<file path="src/rtl/nest_irq_ctrl.sv">
module nest_irq_ctrl #(
  parameter int N_LINES   = 8,
  parameter int PRIO_BITS = 3,
  localparam int IDX_W  = $clog2(N_LINES),
  localparam int VEC_W  = $clog2(N_LINES + 1),
  localparam int RANK_W = $clog2(2**PRIO_BITS + 2)
) (
  input  logic                 clk,
  input  logic                 rst_n,
  input  logic [N_LINES-1:0]   irq_i,
  input  logic                 nmi_i,
  input  logic                 prio_we,
  input  logic [IDX_W-1:0]     prio_idx,
  input  logic [7:0]           prio_wdata,
  input  logic [IDX_W-1:0]     prio_rd_idx,
  output logic [7:0]           prio_rd_o,
  input  logic                 grp_we,
  input  logic [2:0]           grp_wdata,
  input  logic                 setpend_we,
  input  logic                 clrpend_we,
  input  logic [N_LINES-1:0]   pend_wdata,
  output logic [N_LINES-1:0]   pend_o,
  input  logic                 gmask_we,
  input  logic                 gmask_wdata,
  input  logic                 fmask_we,
  input  logic                 fmask_wdata,
  input  logic                 bpri_we,
  input  logic [7:0]           bpri_wdata,
  input  logic                 entry_start_i,
  input  logic                 vec_fetch_i,
  input  logic                 ret_i,
  output logic                 req_valid_o,
  output logic [VEC_W-1:0]     req_vec_o,
  output logic [VEC_W-1:0]     cand_vec_o,
  output logic                 late_o,
  output logic                 tail_o,
  output logic                 act_valid_o,
  output logic [VEC_W-1:0]     act_vec_o,
  output logic [RANK_W-1:0]    cur_rank_o
);
  localparam int LSB   = 8 - PRIO_BITS;
  localparam int DEPTH = 2**PRIO_BITS + 1;
  localparam int SP_W  = $clog2(DEPTH + 1);
  localparam logic [VEC_W-1:0]  NMI_VEC = VEC_W'(N_LINES);
  localparam logic [RANK_W-1:0] THREAD  = '1;

  logic [PRIO_BITS-1:0] prio_q [N_LINES];
  logic [2:0]           grp_q;
  logic                 gmask_q, fmask_q;
  logic [PRIO_BITS-1:0] bpri_q;
  logic [N_LINES-1:0]   pend_q;
  logic                 nmi_pend_q;
  logic                 stacking_q;
  logic [VEC_W-1:0]     cand_vec_q;
  logic [RANK_W-1:0]    cand_rank_q;
  logic [VEC_W-1:0]     stk_vec  [DEPTH];
  logic [RANK_W-1:0]    stk_rank [DEPTH];
  logic [SP_W-1:0]      sp;

  logic [PRIO_BITS-1:0] pmask;
  logic [N_LINES-1:0]   elig;
  logic                 best_ok;
  logic [IDX_W-1:0]     best_idx;
  logic [PRIO_BITS-1:0] best_p;
  logic                 sel_ok;
  logic [VEC_W-1:0]     sel_vec;
  logic [RANK_W-1:0]    sel_rank;
  logic [SP_W-1:0]      top_idx, below_idx;
  logic [RANK_W-1:0]    below_rank;
  logic                 do_start, do_fetch, do_ret;
  logic [N_LINES-1:0]   acc_clr;
  logic                 acc_nmi;

  always_comb
    for (int k = 0; k < PRIO_BITS; k++)
      pmask[k] = (LSB + k) > int'(grp_q);

  always_comb
    for (int i = 0; i < N_LINES; i++)
      elig[i] = pend_q[i] && !gmask_q && !fmask_q &&
                !((bpri_q != '0) && (prio_q[i] >= bpri_q));

  always_comb begin
    best_ok  = 1'b0;
    best_idx = '0;
    best_p   = '1;
    for (int i = 0; i < N_LINES; i++)
      if (elig[i] && (!best_ok || prio_q[i] < best_p)) begin
        best_ok  = 1'b1;
        best_idx = IDX_W'(i);
        best_p   = prio_q[i];
      end
  end

  assign sel_ok   = nmi_pend_q || best_ok;
  assign sel_vec  = nmi_pend_q ? NMI_VEC : VEC_W'(best_idx);
  assign sel_rank = nmi_pend_q ? '0 : RANK_W'(best_p & pmask) + RANK_W'(1);

  assign top_idx    = sp - SP_W'(1);
  assign below_idx  = sp - SP_W'(2);
  assign cur_rank_o = (sp == '0) ? THREAD : stk_rank[top_idx];
  assign below_rank = (sp <= SP_W'(1)) ? THREAD : stk_rank[below_idx];
  assign act_valid_o = (sp != '0);
  assign act_vec_o   = (sp == '0) ? '0 : stk_vec[top_idx];

  assign req_valid_o = !stacking_q && sel_ok && (sel_rank < cur_rank_o);
  assign req_vec_o   = sel_vec;
  assign cand_vec_o  = cand_vec_q;
  assign late_o      = stacking_q && sel_ok && (sel_rank < cand_rank_q);

  assign do_start = entry_start_i && req_valid_o;
  assign do_fetch = vec_fetch_i && stacking_q;
  assign do_ret   = ret_i && !stacking_q && (sp != '0);
  assign tail_o   = do_ret && sel_ok && (sel_rank < below_rank);

  always_comb begin
    acc_clr = '0;
    acc_nmi = 1'b0;
    if (do_fetch) begin
      if (cand_vec_q == NMI_VEC) acc_nmi = 1'b1;
      else                       acc_clr[cand_vec_q[IDX_W-1:0]] = 1'b1;
    end else if (tail_o) begin
      if (sel_vec == NMI_VEC) acc_nmi = 1'b1;
      else                    acc_clr[sel_vec[IDX_W-1:0]] = 1'b1;
    end
  end

  assign pend_o    = pend_q;
  assign prio_rd_o = {prio_q[prio_rd_idx], {LSB{1'b0}}};

  always_ff @(posedge clk or negedge rst_n) begin
    if (!rst_n) begin
      for (int i = 0; i < N_LINES; i++) prio_q[i] <= '0;
      for (int d = 0; d < DEPTH; d++) begin
        stk_vec[d]  <= '0;
        stk_rank[d] <= '0;
      end
      grp_q       <= '0;
      gmask_q     <= 1'b0;
      fmask_q     <= 1'b0;
      bpri_q      <= '0;
      pend_q      <= '0;
      nmi_pend_q  <= 1'b0;
      stacking_q  <= 1'b0;
      cand_vec_q  <= '0;
      cand_rank_q <= '0;
      sp          <= '0;
    end else begin
      if (prio_we)  prio_q[prio_idx] <= prio_wdata[7:LSB];
      if (grp_we)   grp_q   <= grp_wdata;
      if (gmask_we) gmask_q <= gmask_wdata;
      if (fmask_we) fmask_q <= fmask_wdata;
      if (bpri_we)  bpri_q  <= bpri_wdata[7:LSB];

      pend_q <= (pend_q & ~acc_clr & ~(clrpend_we ? pend_wdata : '0))
              | irq_i | (setpend_we ? pend_wdata : '0);
      nmi_pend_q <= (nmi_pend_q && !acc_nmi) || nmi_i;

      if (do_start || late_o) begin
        cand_vec_q  <= sel_vec;
        cand_rank_q <= sel_rank;
      end
      if (do_start) stacking_q <= 1'b1;

      if (do_fetch) begin
        stk_vec[sp]  <= cand_vec_q;
        stk_rank[sp] <= cand_rank_q;
        sp           <= sp + SP_W'(1);
        stacking_q   <= 1'b0;
      end else if (do_ret) begin
        if (tail_o) begin
          stk_vec[top_idx]  <= sel_vec;
          stk_rank[top_idx] <= sel_rank;
        end else begin
          sp <= top_idx;
        end
      end
    end
  end
endmodule


</file>
<file path="config.mk">
export PLATFORM = sky130hd
export DESIGN_NAME = nest_irq_ctrl
export DESIGN_NICKNAME = d
export VERILOG_FILES = /design/src/rtl/nest_irq_ctrl.sv
export SDC_FILE = /design/constraint.sdc
export NUM_CORES = 1
export LEC_CHECK = 0
export ABC_AREA = 1
export ABC_CLOCK_PERIOD_IN_PS = 20200
export BUFFER_PORTS_ARGS = -buffer_cell sky130_fd_sc_hd__buf_4
export CAP_MARGIN = 0
export CORE_MARGIN = 4
export CORE_UTILIZATION = 45
export CTS_BUF_LIST = sky130_fd_sc_hd__clkbuf_8
export CTS_CLUSTER_SIZE = 30
export DETAILED_ROUTE_END_ITERATION = 12
export SLEW_MARGIN = 40
export SYNTH_ARGS = -nofsm -noshare
export SYNTH_HDL_FRONTEND = slang
export SYNTH_SLANG_ARGS = --single-unit
export TNS_END_PERCENT = 100
</file>
<file path="constraint.sdc">
create_clock -name clk -period 20.2 [get_ports clk]
set_input_delay 1.01 -clock clk [delete_from_list [all_inputs] [get_ports clk]]
set_output_delay 1.01 -clock clk [all_outputs]
set_load 0.05 [all_outputs]
</file>
==> out/metrics.yaml, run 1 <==
power_and_ir_drop:
  power_density_nw_per_um2: 159
  power_switching_w: 0.000954
  finalPower_w: 0.00167
  ir_drop_mv: 0.194
  internal_power_w: 0.000714
  power.leakage_nw: 5.26
  seqPwrFrac_pct: 20.5
  p_sw_share_pct: 57.2
  clkPwrFrac_pct: 13.7
  combPwrFrac_pct: 65.8
global_route:
  antenna_found_initial: 0
  grt.overflow.total: 0
  grt_pass1_vias: 8611
  grt_pass1_wl_um: 47500
  grt_max_degree: 68
  grt.total_usage_pct: 27.1
yosys:
  synth_warnings: 0
  yosys.area.top_type: "dfrtp_1"
  synth_top_cell_area_share_pct: 34.0
  synth_seq_cells: 126
  avgSynthCellArea_sq_um: 7.06
  netlist_area_sq_um: 9270
  yosysSeqAreaShare_pct: 34.0
  postSynthCellCount: 1312
  yosysUniqueCellTypes: 44
  synth_area_leaders: "dfrtp_1 (34%), nand2_1 (16%), nand3_1 (7.5%)"
  synth_edf_count: 0
  synth_async_sr_flop_share_pct: 100
  synth-main-ff-cell: "dfrtp_1"
finish:
  final_cell_mix: "nand2_1 (382), nand3_1 (138), inv_1 (126), dfrtp_1 (125), o21ai_0 (102)"
  layout.nets: 1482
  n_antenna_cell: 0
  drive_gt1_share_pct: 13.2
  area_delta_synth_final_pct: 13.0
  layout_commonest_cell: "nand2_1"
  final_cells: 1657
timing:
  period_needed_ns: 12.25
  period_share_pct: 60.7
  setup_violations: 0
  hold_viol: 0
  timing.setup.tns_ns: 0
  rsz0062_at_grt: "no"
  slew_headroom_pct: 47.4
  fmax_mhz: 81.6
  finalMaxSlewViolations: 0
  worstMarginPinSlew_ns: 0.787
  skew_ns: 0.0205
route:
  routed_wl_um: 31000
  avgViaCountPerCell: 5.58
  post-route-drc-count: 0
  avgRoutedWirePerCell_um: 18.7
  drtIter0Drc: 586
  num_vias: 9245
  drt-pass1-iter-count: 6
  final_antenna_net_count: 0
clock_network:
  cts_resized: 0
  htreeDepth: 4
  cts_buffers: 17
  post_cts_buffers: 0
  clk_path_buf_depth: 2
  clock-sinks: 126
  cts_hold_buf: 0
  worstSkewPairLatency_ns: 0.47
  clkSlewWorstSetupHoldPaths_ns: 0.09
  root_buffer: "clkbuf_8"
  cts_tree: "built"
worst_hold_path:
  hold_path.class: "reg2reg"
  holdCritStartpoint: "prio_q[18]"
setup_path:
  cp-startpoint: "bpri_q[0]"
  path_delay_family: "simple AND/OR/NAND/NOR gates"
  critPathMostFrequentCell: "nand2_1"
  critPathBufInv: 14
  path_class: "reg2out"
  worstPathArrival_ns: 11.24
  cpPeakStageDelay_ns: 0.67
  startpoint_type: "flip-flop"
  slowest_stage: "dfrtp_1"
  r2r_start: "bpri_q[0]"
  critical_path_required_ns: 19.19
  cp-end-kind: "output port"
  cp_max_fo: 14
run_status:
  status: "completed"
floorplanning:
  core-area_sq_um: 20200
  die_x_um: 151
  die-area_sq_um: 22900
  die_h_um: 151
  io_pins: 92
  start_util_pct: 45.8
  rows: 52
placed_design:
  finalWeightedCongestion: 0.928
  dp.cells: 1625
  place_hpwl_um: 21700
  port_buffers: 76
run:
  maxCapViolations: 0
Yosys cell counts, types with 2 or more instances:
cell type  number
o211ai_1       13
nand2_1       383
a21oi_1        64
inv_2           6
a22o_1          2
buf_4           7
nand3_2         3
a32o_1          3
xnor2_1         3
nand2_4        15
ha_1           52
o221ai_1        3
xor2_1          2
o21ai_1         3
clkbuf_1       30
nand3_1       138
mux2_2          3
buf_2           2
nor2_1         65
a31oi_1         6
clkinv_1       12
a2111oi_0       3
nand4_1         3
nand3_4        10
a22oi_1         3
buf_1           6
o21ai_0       104
inv_1         124
nor3_1          7
o22ai_1        75
o21ai_2         7
dfrtp_1       126
nand2_2        17
a221oi_1        2
worst reg2reg max path: cells and delay by family (launching register included):
kind | cells | cell delay (ns)
AOI/OAI and AO/OA | 9 | 2.08
buffers and inverters | 12 | 1.19
DFF | 1 | 0.67
adders and majority gates | 10 | 2.79
and+or+nand+nor | 46 | 4.03
final cells by class:
class,count,area [sq um]
clock buffer,18,248
clock inverter,14,146
fill,2065,9770
inverter,142,533
multi-input combinational,1002,5400
sequential,126,3150
tap,270,338
timing repair buffer,85,646
state kept, by name (all words and copies together) (netlist names):
name         flops
stk_vec         36
cand_rank_q      4
cand_vec_o       4
prio_q          24
pend_o           8
gmask_q          1
nmi_pend_q       1
stacking_q       1
grp_q            3
fmask_q          1
stk_rank        36
bpri_q           3
sp               4
power by group through the flow:
| stage | clock network (W) | registers, W | logic, W |
|---|---|---|---|
| after floorplan | 0 | 0.000345 | 0.000766 |
| after global placement | 0 | 0.000346 | 0.00108 |
| after detailed placement | 0 | 0.000346 | 0.00108 |
| after CTS | 0.000232 | 0.000342 | 0.00109 |
| after global routing | 0.000242 | 0.000347 | 0.00119 |
| final | 0.000228 | 0.000342 | 0.00110 |
cells by family after synthesis:
| logic type | share of synthesized area (%) |
|---|---|
| other | 0.0405 |
| adders and majority gates | 7.02 |
| muxes | 0.365 |
| xor gates and xnor gates | 0.473 |
| and+or+nand+nor | 31.8 |
| DFF | 34.0 |
| buffers and inverters | 8.01 |
| AOI/OAI and AO/OA | 18.3 |
worst paths after layout:
check / end / slack [ns] / cells after the start
max: tail_o / 7.95 / 76
min: prio_q[18] / 0.49 / 2
max reg2reg: stk_vec[30] / 9.37 / 77
min reg2reg: prio_q[18] / 0.49 / 2
max in group asynchronous: stk_rank[18] / 18.61 / 2
min in group asynchronous: fmask_q / 0.55 / 1
stage by stage:
stage                     worst slack (ns)  area (sq um)  utilization, %  hold WS, ns
after floorplan                       9.72          9280               -        0.453
after global routing                  7.00         10500            51.7        0.533
after global placement                8.67         10100            49.7        0.469
after detailed placement              8.55         10100            49.7        0.474
final                                 7.95         10500            51.7        0.491
after CTS                             7.96         10500            51.7        0.492
metal layers:
layer	part of all wire, %	track usage (%)	up-vias
met3	4.8	3.81	84
met1	42	34.4	4314
met2	49	45.9	295
li1	-	-	4552
met5	0	0	-
met4	4.5	12.4	0
Note: power is estimated with default switching activity, not from simulation.
==> run 2, diff against run 1 <==
--- a/config.mk
+++ b/config.mk
@@ -6,7 +6,7 @@
 export NUM_CORES = 1
 export LEC_CHECK = 0
 export ABC_AREA = 1
-export ABC_CLOCK_PERIOD_IN_PS = 20200
+export ABC_CLOCK_PERIOD_IN_PS = 10800
 export BUFFER_PORTS_ARGS = -buffer_cell sky130_fd_sc_hd__buf_4
 export CAP_MARGIN = 0
 export CORE_MARGIN = 4
@@ -14,6 +14,7 @@
 export CTS_BUF_LIST = sky130_fd_sc_hd__clkbuf_8
 export CTS_CLUSTER_SIZE = 30
 export DETAILED_ROUTE_END_ITERATION = 12
+export PLACE_DENSITY = 0.66
 export SLEW_MARGIN = 40
 export SYNTH_ARGS = -nofsm -noshare
 export SYNTH_HDL_FRONTEND = slang
==> constraint.sdc (replaced) <==
create_clock -name clk -period 10.8 [get_ports clk]
set_input_delay 0.54 -clock clk [delete_from_list [all_inputs] [get_ports clk]]
set_output_delay 0.54 -clock clk [all_outputs]
set_load 0.05 [all_outputs]
==> out/metrics.yaml, run 2 (synthesis results as in run 1) <==
timing:
  setup_violations: 0  # unchanged
  finalMaxSlewViolations: 0  # unchanged
  period_share_pct: 91.5
  slew_headroom_pct: 24.5  # -23 points
  hold_viol: 0  # unchanged
  period_needed_ns: 9.88
  rsz0062_at_grt: "no"
  timing.setup.tns_ns: 0  # unchanged
  skew_ns: 0.0162  # -0.00428 ns
  fmax_mhz: 101
  worstMarginPinSlew_ns: 1.12  # +0.338 ns
run_status:
  status: "completed"
clock_network:
  cts_hold_buf: 0  # unchanged
  worstSkewPairLatency_ns: 0.46  # about the same
  htreeDepth: 4  # unchanged
  clock-sinks: 126  # unchanged
  clk_path_buf_depth: 2  # unchanged
  clkSlewWorstSetupHoldPaths_ns: 0.08  # about the same
  root_buffer: "clkbuf_8"
  cts_buffers: 17  # unchanged
  cts_tree: "built"
setup_path:
  critical_path_required_ns: 10.26  # -8.93 ns
  slowest_stage: "dfrtp_1"
  cp_max_fo: 10  # -4
  path_class: "reg2out"
  startpoint_type: "flip-flop"
  worstPathArrival_ns: 9.34  # -1.90 ns
  cp-end-kind: "output port"
  critPathMostFrequentCell: "nand2_1"
  cpPeakStageDelay_ns: 0.38  # -0.29 ns
power_and_ir_drop:
  seqPwrFrac_pct: 20.5  # about the same
  p_sw_share_pct: 56.6  # -0.64 points
  combPwrFrac_pct: 65.0  # -0.8 points
  power_density_nw_per_um2: 301  # +89%
  power_switching_w: 0.00180  # +89%
  ir_drop_mv: 0.417  # +120%
  clkPwrFrac_pct: 14.5  # +0.8 points
  power.leakage_nw: 5.32  # +1.2%
  internal_power_w: 0.00139  # +94%
global_route:
  grt_max_degree: 66  # -2.9%
  grt.overflow.total: 0  # unchanged
  grt.total_usage_pct: 26.7  # -0.45 points
  antenna_found_initial: 0  # unchanged
  grt_pass1_vias: 8867  # +3.0%
  grt_pass1_wl_um: 47200  # -0.78%
worst_hold_path:
  hold_path.class: "in2async"
route:
  final_antenna_net_count: 0  # unchanged
  avgRoutedWirePerCell_um: 18.0  # -3.6%
  post-route-drc-count: 0  # unchanged
  drtIter0Drc: 685  # +17%
  routed_wl_um: 30000  # -3.1%
  avgViaCountPerCell: 5.62  # +0.79%
  drt-pass1-iter-count: 6  # unchanged
  num_vias: 9369  # +1.3%
placed_design:
  port_buffers: 76  # unchanged
  place_hpwl_um: 21500  # -0.87%
  finalWeightedCongestion: 0.939  # +1.2%
floorplanning:
  core-area_sq_um: 20200  # unchanged
  io_pins: 92  # unchanged
  rows: 52  # unchanged
  die_h_um: 151  # unchanged
  die-area_sq_um: 22900  # unchanged
  start_util_pct: 45.8  # unchanged
  die_x_um: 151  # unchanged
finish:
  drive_gt1_share_pct: 14.0  # +0.85 points
  layout_commonest_cell: "nand2_1"
  n_antenna_cell: 0  # unchanged
  top_regs: "stk_rank x36, stk_vec x36, prio_q x24"
  final_util_pct: 52.3  # +0.63 points
  area_delta_synth_final_pct: 14.3
  layout.nets: 1491  # +0.61%
  fillCellCount: 1989  # -3.7%
  final_cell_mix: "nand2_1 (383), nand3_1 (138), dfrtp_1 (125), inv_1 (123)"
run:
  maxCapViolations: 0  # unchanged
-- run 2: path summary, 6_finish.rpt --
path / startpoint / slack (ns) / depth (start not counted) / endpoint
worst min-delay path: rst_n / 0.03 / 1 / prio_q[2]
min in group clk: fmask_we / 0.27 / 2 / fmask_q
worst max register to register: bpri_q[2] / 1.36 / 79 / stk_vec[18]
max in group asynchronous: rst_n / 9.08 / 3 / sp[0]
worst min register to register: prio_q[3] / 0.50 / 2 / prio_q[3]
worst max-delay path: bpri_q[2] / 0.92 / 78 / tail_o
-- run 2: power by group through the flow --
stage | Combinational [W] | Sequential (W) | Clock (W)
2_1_floorplan | 0.00143 | 0.000645 | 0
3_3_place_gp | 0.00200 | 0.000657 | 0
3_5_place_dp | 0.00202 | 0.000658 | 0
4_1_cts | 0.00203 | 0.000650 | 0.000471
5_1_grt | 0.00225 | 0.000664 | 0.000494
6_report | 0.00207 | 0.000653 | 0.000464
-- run 2: per-stage QoR --
stage	instances	setup slack, ns	instance area (sq um)	hold slack [ns]	total power, W
floorplan	1316	0.794	9280	0.244	0.00208
global placement	1634	0.632	10100	0.468	0.00266
detailed placement	1634	0.477	10100	0.473	0.00268
CTS	1666	0.0863	10600	0.0322	0.00315
global route	1666	0.00678	10600	0.0398	0.00340
finish	1666	0.922	10600	0.0266	0.00319
-- run 2: worst max-delay path: cells and delay by family (launching register included) --
kind	cells	cell delay [ns]
flops	1	0.38
simple gates	46	3.68
compound gates	8	1.17
buf+inv	14	1.13
fa+ha+maj	10	2.54
-- run 2: repair_timing --
action / CTS / global route
resized for setup: 1 / 15
pin swaps: 0 / 0
setup buffers: 0 / 0
gates cloned: 0 / 0
endpoints found under the setup margin: 1 / 91
-- run 2: layout make-up --
class                   instances  area (sq um)  area share, %
inverters                     142           533           5.03
clock inverters                15           198           1.87
multi-input cells            1002          5430           51.3
well taps                     270           338           3.19
clock buffers                  17           234           2.21
flip-flops and latches        126          3150           29.8
repair buffers                 94           706           6.66
-- run 2: per-layer routing --
metal / GRT usage [%] / part of all wire (%) / routed length, um / vias to the layer above
met5: 0 / 0 / 0 / -
met3: 4.40 / 5.2 / 1560 / 96
met4: 12.6 / 4.8 / 1430 / 0
li1: - / - / - / 4570
met1: 32.8 / 41 / 12300 / 4383
met2: 45.7 / 49 / 14700 / 320
==> run 3, diff against run 2 <==
--- a/config.mk
+++ b/config.mk
@@ -9,7 +9,7 @@
 export ABC_CLOCK_PERIOD_IN_PS = 10800
 export BUFFER_PORTS_ARGS = -buffer_cell sky130_fd_sc_hd__buf_4
 export CAP_MARGIN = 0
-export CORE_MARGIN = 4
+export CORE_MARGIN = 2
 export CORE_UTILIZATION = 45
 export CTS_BUF_LIST = sky130_fd_sc_hd__clkbuf_8
 export CTS_CLUSTER_SIZE = 30
==> out/metrics.yaml, run 3 (synthesis results as in run 1) <==
setup_path:
  cp-end-kind: "output port"
  critical_path_required_ns: 10.26  # about the same
  slowest_stage: "dfrtp_1"
  cpPeakStageDelay_ns: 0.45  # +0.07 ns
  worstPathArrival_ns: 9.32  # -0.02 ns
  startpoint_type: "flip-flop"
  critPathMostFrequentCell: "nand2_1"
  reg2reg_depth: 77  # -2.5%
  cp_max_fo: 10  # unchanged
  path_class: "reg2out"
clock_network:
  cts_buffers: 17  # unchanged
  clock-sinks: 126  # unchanged
  cts_tree: "built"
  worstSkewPairLatency_ns: 0.48  # +0.02 ns
  clkSlewWorstSetupHoldPaths_ns: 0.08  # about the same
  root_buffer: "clkbuf_8"
  htreeDepth: 4  # unchanged
  clk_path_buf_depth: 2  # unchanged
timing:
  rsz0062_at_grt: "no"
  worstMarginPinSlew_ns: 0.925  # -0.200 ns
  setup_violations: 0  # unchanged
  skew_ns: 0.0144  # -0.00175 ns
  fin_hold_ws_ns: 0.115  # +0.0884 ns
  period_needed_ns: 9.86  # -0.0134 ns
  timing.setup.tns_ns: 0  # unchanged
  finalMaxSlewViolations: 0  # unchanged
  slew_headroom_pct: 38.4  # +14 points
  fmax_mhz: 101  # +0.14%
  period_share_pct: 91.3  # -0.12 points
  hold_viol: 0  # unchanged
route:
  post-route-drc-count: 0  # unchanged
  avgRoutedWirePerCell_um: 18.1  # +0.32%
  drtIter0Drc: 788  # +15%
  avgViaCountPerCell: 5.64  # +0.21%
  drt-pass1-iter-count: 6  # unchanged
  routed_wl_um: 30000  # +0.14%
  num_vias: 9372  # +0.032%
  final_antenna_net_count: 0  # unchanged
worst_hold_path:
  hold_path.class: "in2async"
finish:
  fillCellCount: 1989  # unchanged
  area.sequential_sq_um: 3150  # unchanged
  layout.nets: 1488  # -0.20%
  n_antenna_cell: 0  # unchanged
  design_area_sq_um: 10600  # about the same
  layout_commonest_cell: "nand2_1"
  multi_input_area_sq_um: 5460  # +0.60%
  final_cells: 1663  # -0.18%
  final_cell_mix: "nand2_1 (383), nand3_1 (137), dfrtp_1 (125), inv_1 (123), o21ai_0 (94)"
  top_regs: "stk_rank x36, stk_vec x36, prio_q x24"
  drive_gt1_share_pct: 14.4  # +0.32 points
  area_delta_synth_final_pct: 14.2  # about the same
global_route:
  antenna_found_initial: 0  # unchanged
  grt.overflow.total: 0  # unchanged
  busiest_layer: "met2"
  grt_use_met2_pct: 47.1  # +1.4 points
  grtUsageMet1_pct: 32.8  # about the same
  grtUsageMet3_pct: 5.52  # +1.1 points
  grt_max_degree: 80  # +21%
  grt.total_usage_pct: 27.9  # +1.2 points
  grt_pass1_vias: 9041  # +2.0%
  grt_pass1_wl_um: 47300  # +0.21%
placed_design:
  place_hpwl_um: 21100  # -1.8%
  place_area_sq_um: 10100  # -0.24%
  port_buffers: 76  # unchanged
  finalWeightedCongestion: 0.944  # +0.59%
  dp.cells: 1630  # -0.24%
floorplanning:
  core-area_sq_um: 20200  # unchanged
  die_x_um: 147  # -2.6%
  die-area_sq_um: 21800  # -5.2%
  die_h_um: 147  # -2.6%
  io_pins: 92  # unchanged
  rows: 52  # unchanged
  start_util_pct: 45.8  # unchanged
run:
  maxCapViolations: 0  # unchanged
power_and_ir_drop:
  power_density_nw_per_um2: 302  # +0.12%
  power.leakage_nw: 5.31  # -0.28%
  ir_drop_mv: 0.437  # +4.7%
run_status:
  status: "completed"
## run 3: changes by cell type in the layout (fill, tap and decap cells not counted), sizes merged
cell      delta
clkinvlp     -2
bufinv       -1
clkbuf       +1
buf          -4
inv          -2
clkinv       +5
## run 3: path summary, 6_finish.rpt
| check | startpoint | to | slack (ns) |
|---|---|---|---|
| hold / removal | rst_n | bpri_q[2] | 0.12 |
| setup reg to reg | prio_q[23] | stk_rank[18] | 1.39 |
| min in group clk | irq_i[7] | pend_o[7] | 0.25 |
| hold reg to reg | prio_q[18] | prio_q[18] | 0.50 |
| setup / recovery | prio_q[23] | tail_o | 0.94 |
| max in group asynchronous | rst_n | sp[0] | 9.53 |
## run 3: per-stage QoR
stage	util, %	setup slack, ns	total power (W)
floorplan	-	0.794	0.00208
global placement	49.9	0.686	0.00265
detailed placement	49.9	0.462	0.00267
CTS	52.0	0.0880	0.00313
global route	52.3	0.0255	0.00340
finish	52.3	0.935	0.00319
## run 3: timing repair
item,4_1_cts,5_1_grt
endpoints found under the setup margin,2,96
pin swaps,1,0
gates resized for setup,2,21
gates cloned,0,0
setup buffers,1,0
hold buffers,0,0
## run 3: cell type report
class,instances,share of cell area [%]
tap,270,3.19
clock inverter,15,1.63
inverter,142,5.04
clock buffer,17,2.21
sequential,126,29.8
multi-input combinational,1002,51.6
timing repair buffer,91,6.51
## run 3: report_power, final
group | switching (W) | internal, W
logic | 0.00149 | 0.000602
registers | 0.000104 | 0.000553
clock network | 0.000233 | 0.000212
total | 0.00183 | 0.00137
## run 3: per-layer routing
layer  up-vias  wire length (um)
met2       346             14600
met3       116              1690
met5         -                 0
met4         0              1710
li1       4563                 -
met1      4347             12100
## run 3: worst max-delay path: cells and delay by family, from the launching register on
kind,cells,cell delay (ns)
fa+ha+maj,10,2.63
compound gates,9,1.22
simple gates,45,3.63
flops,1,0.45
buf+inv,12,0.93
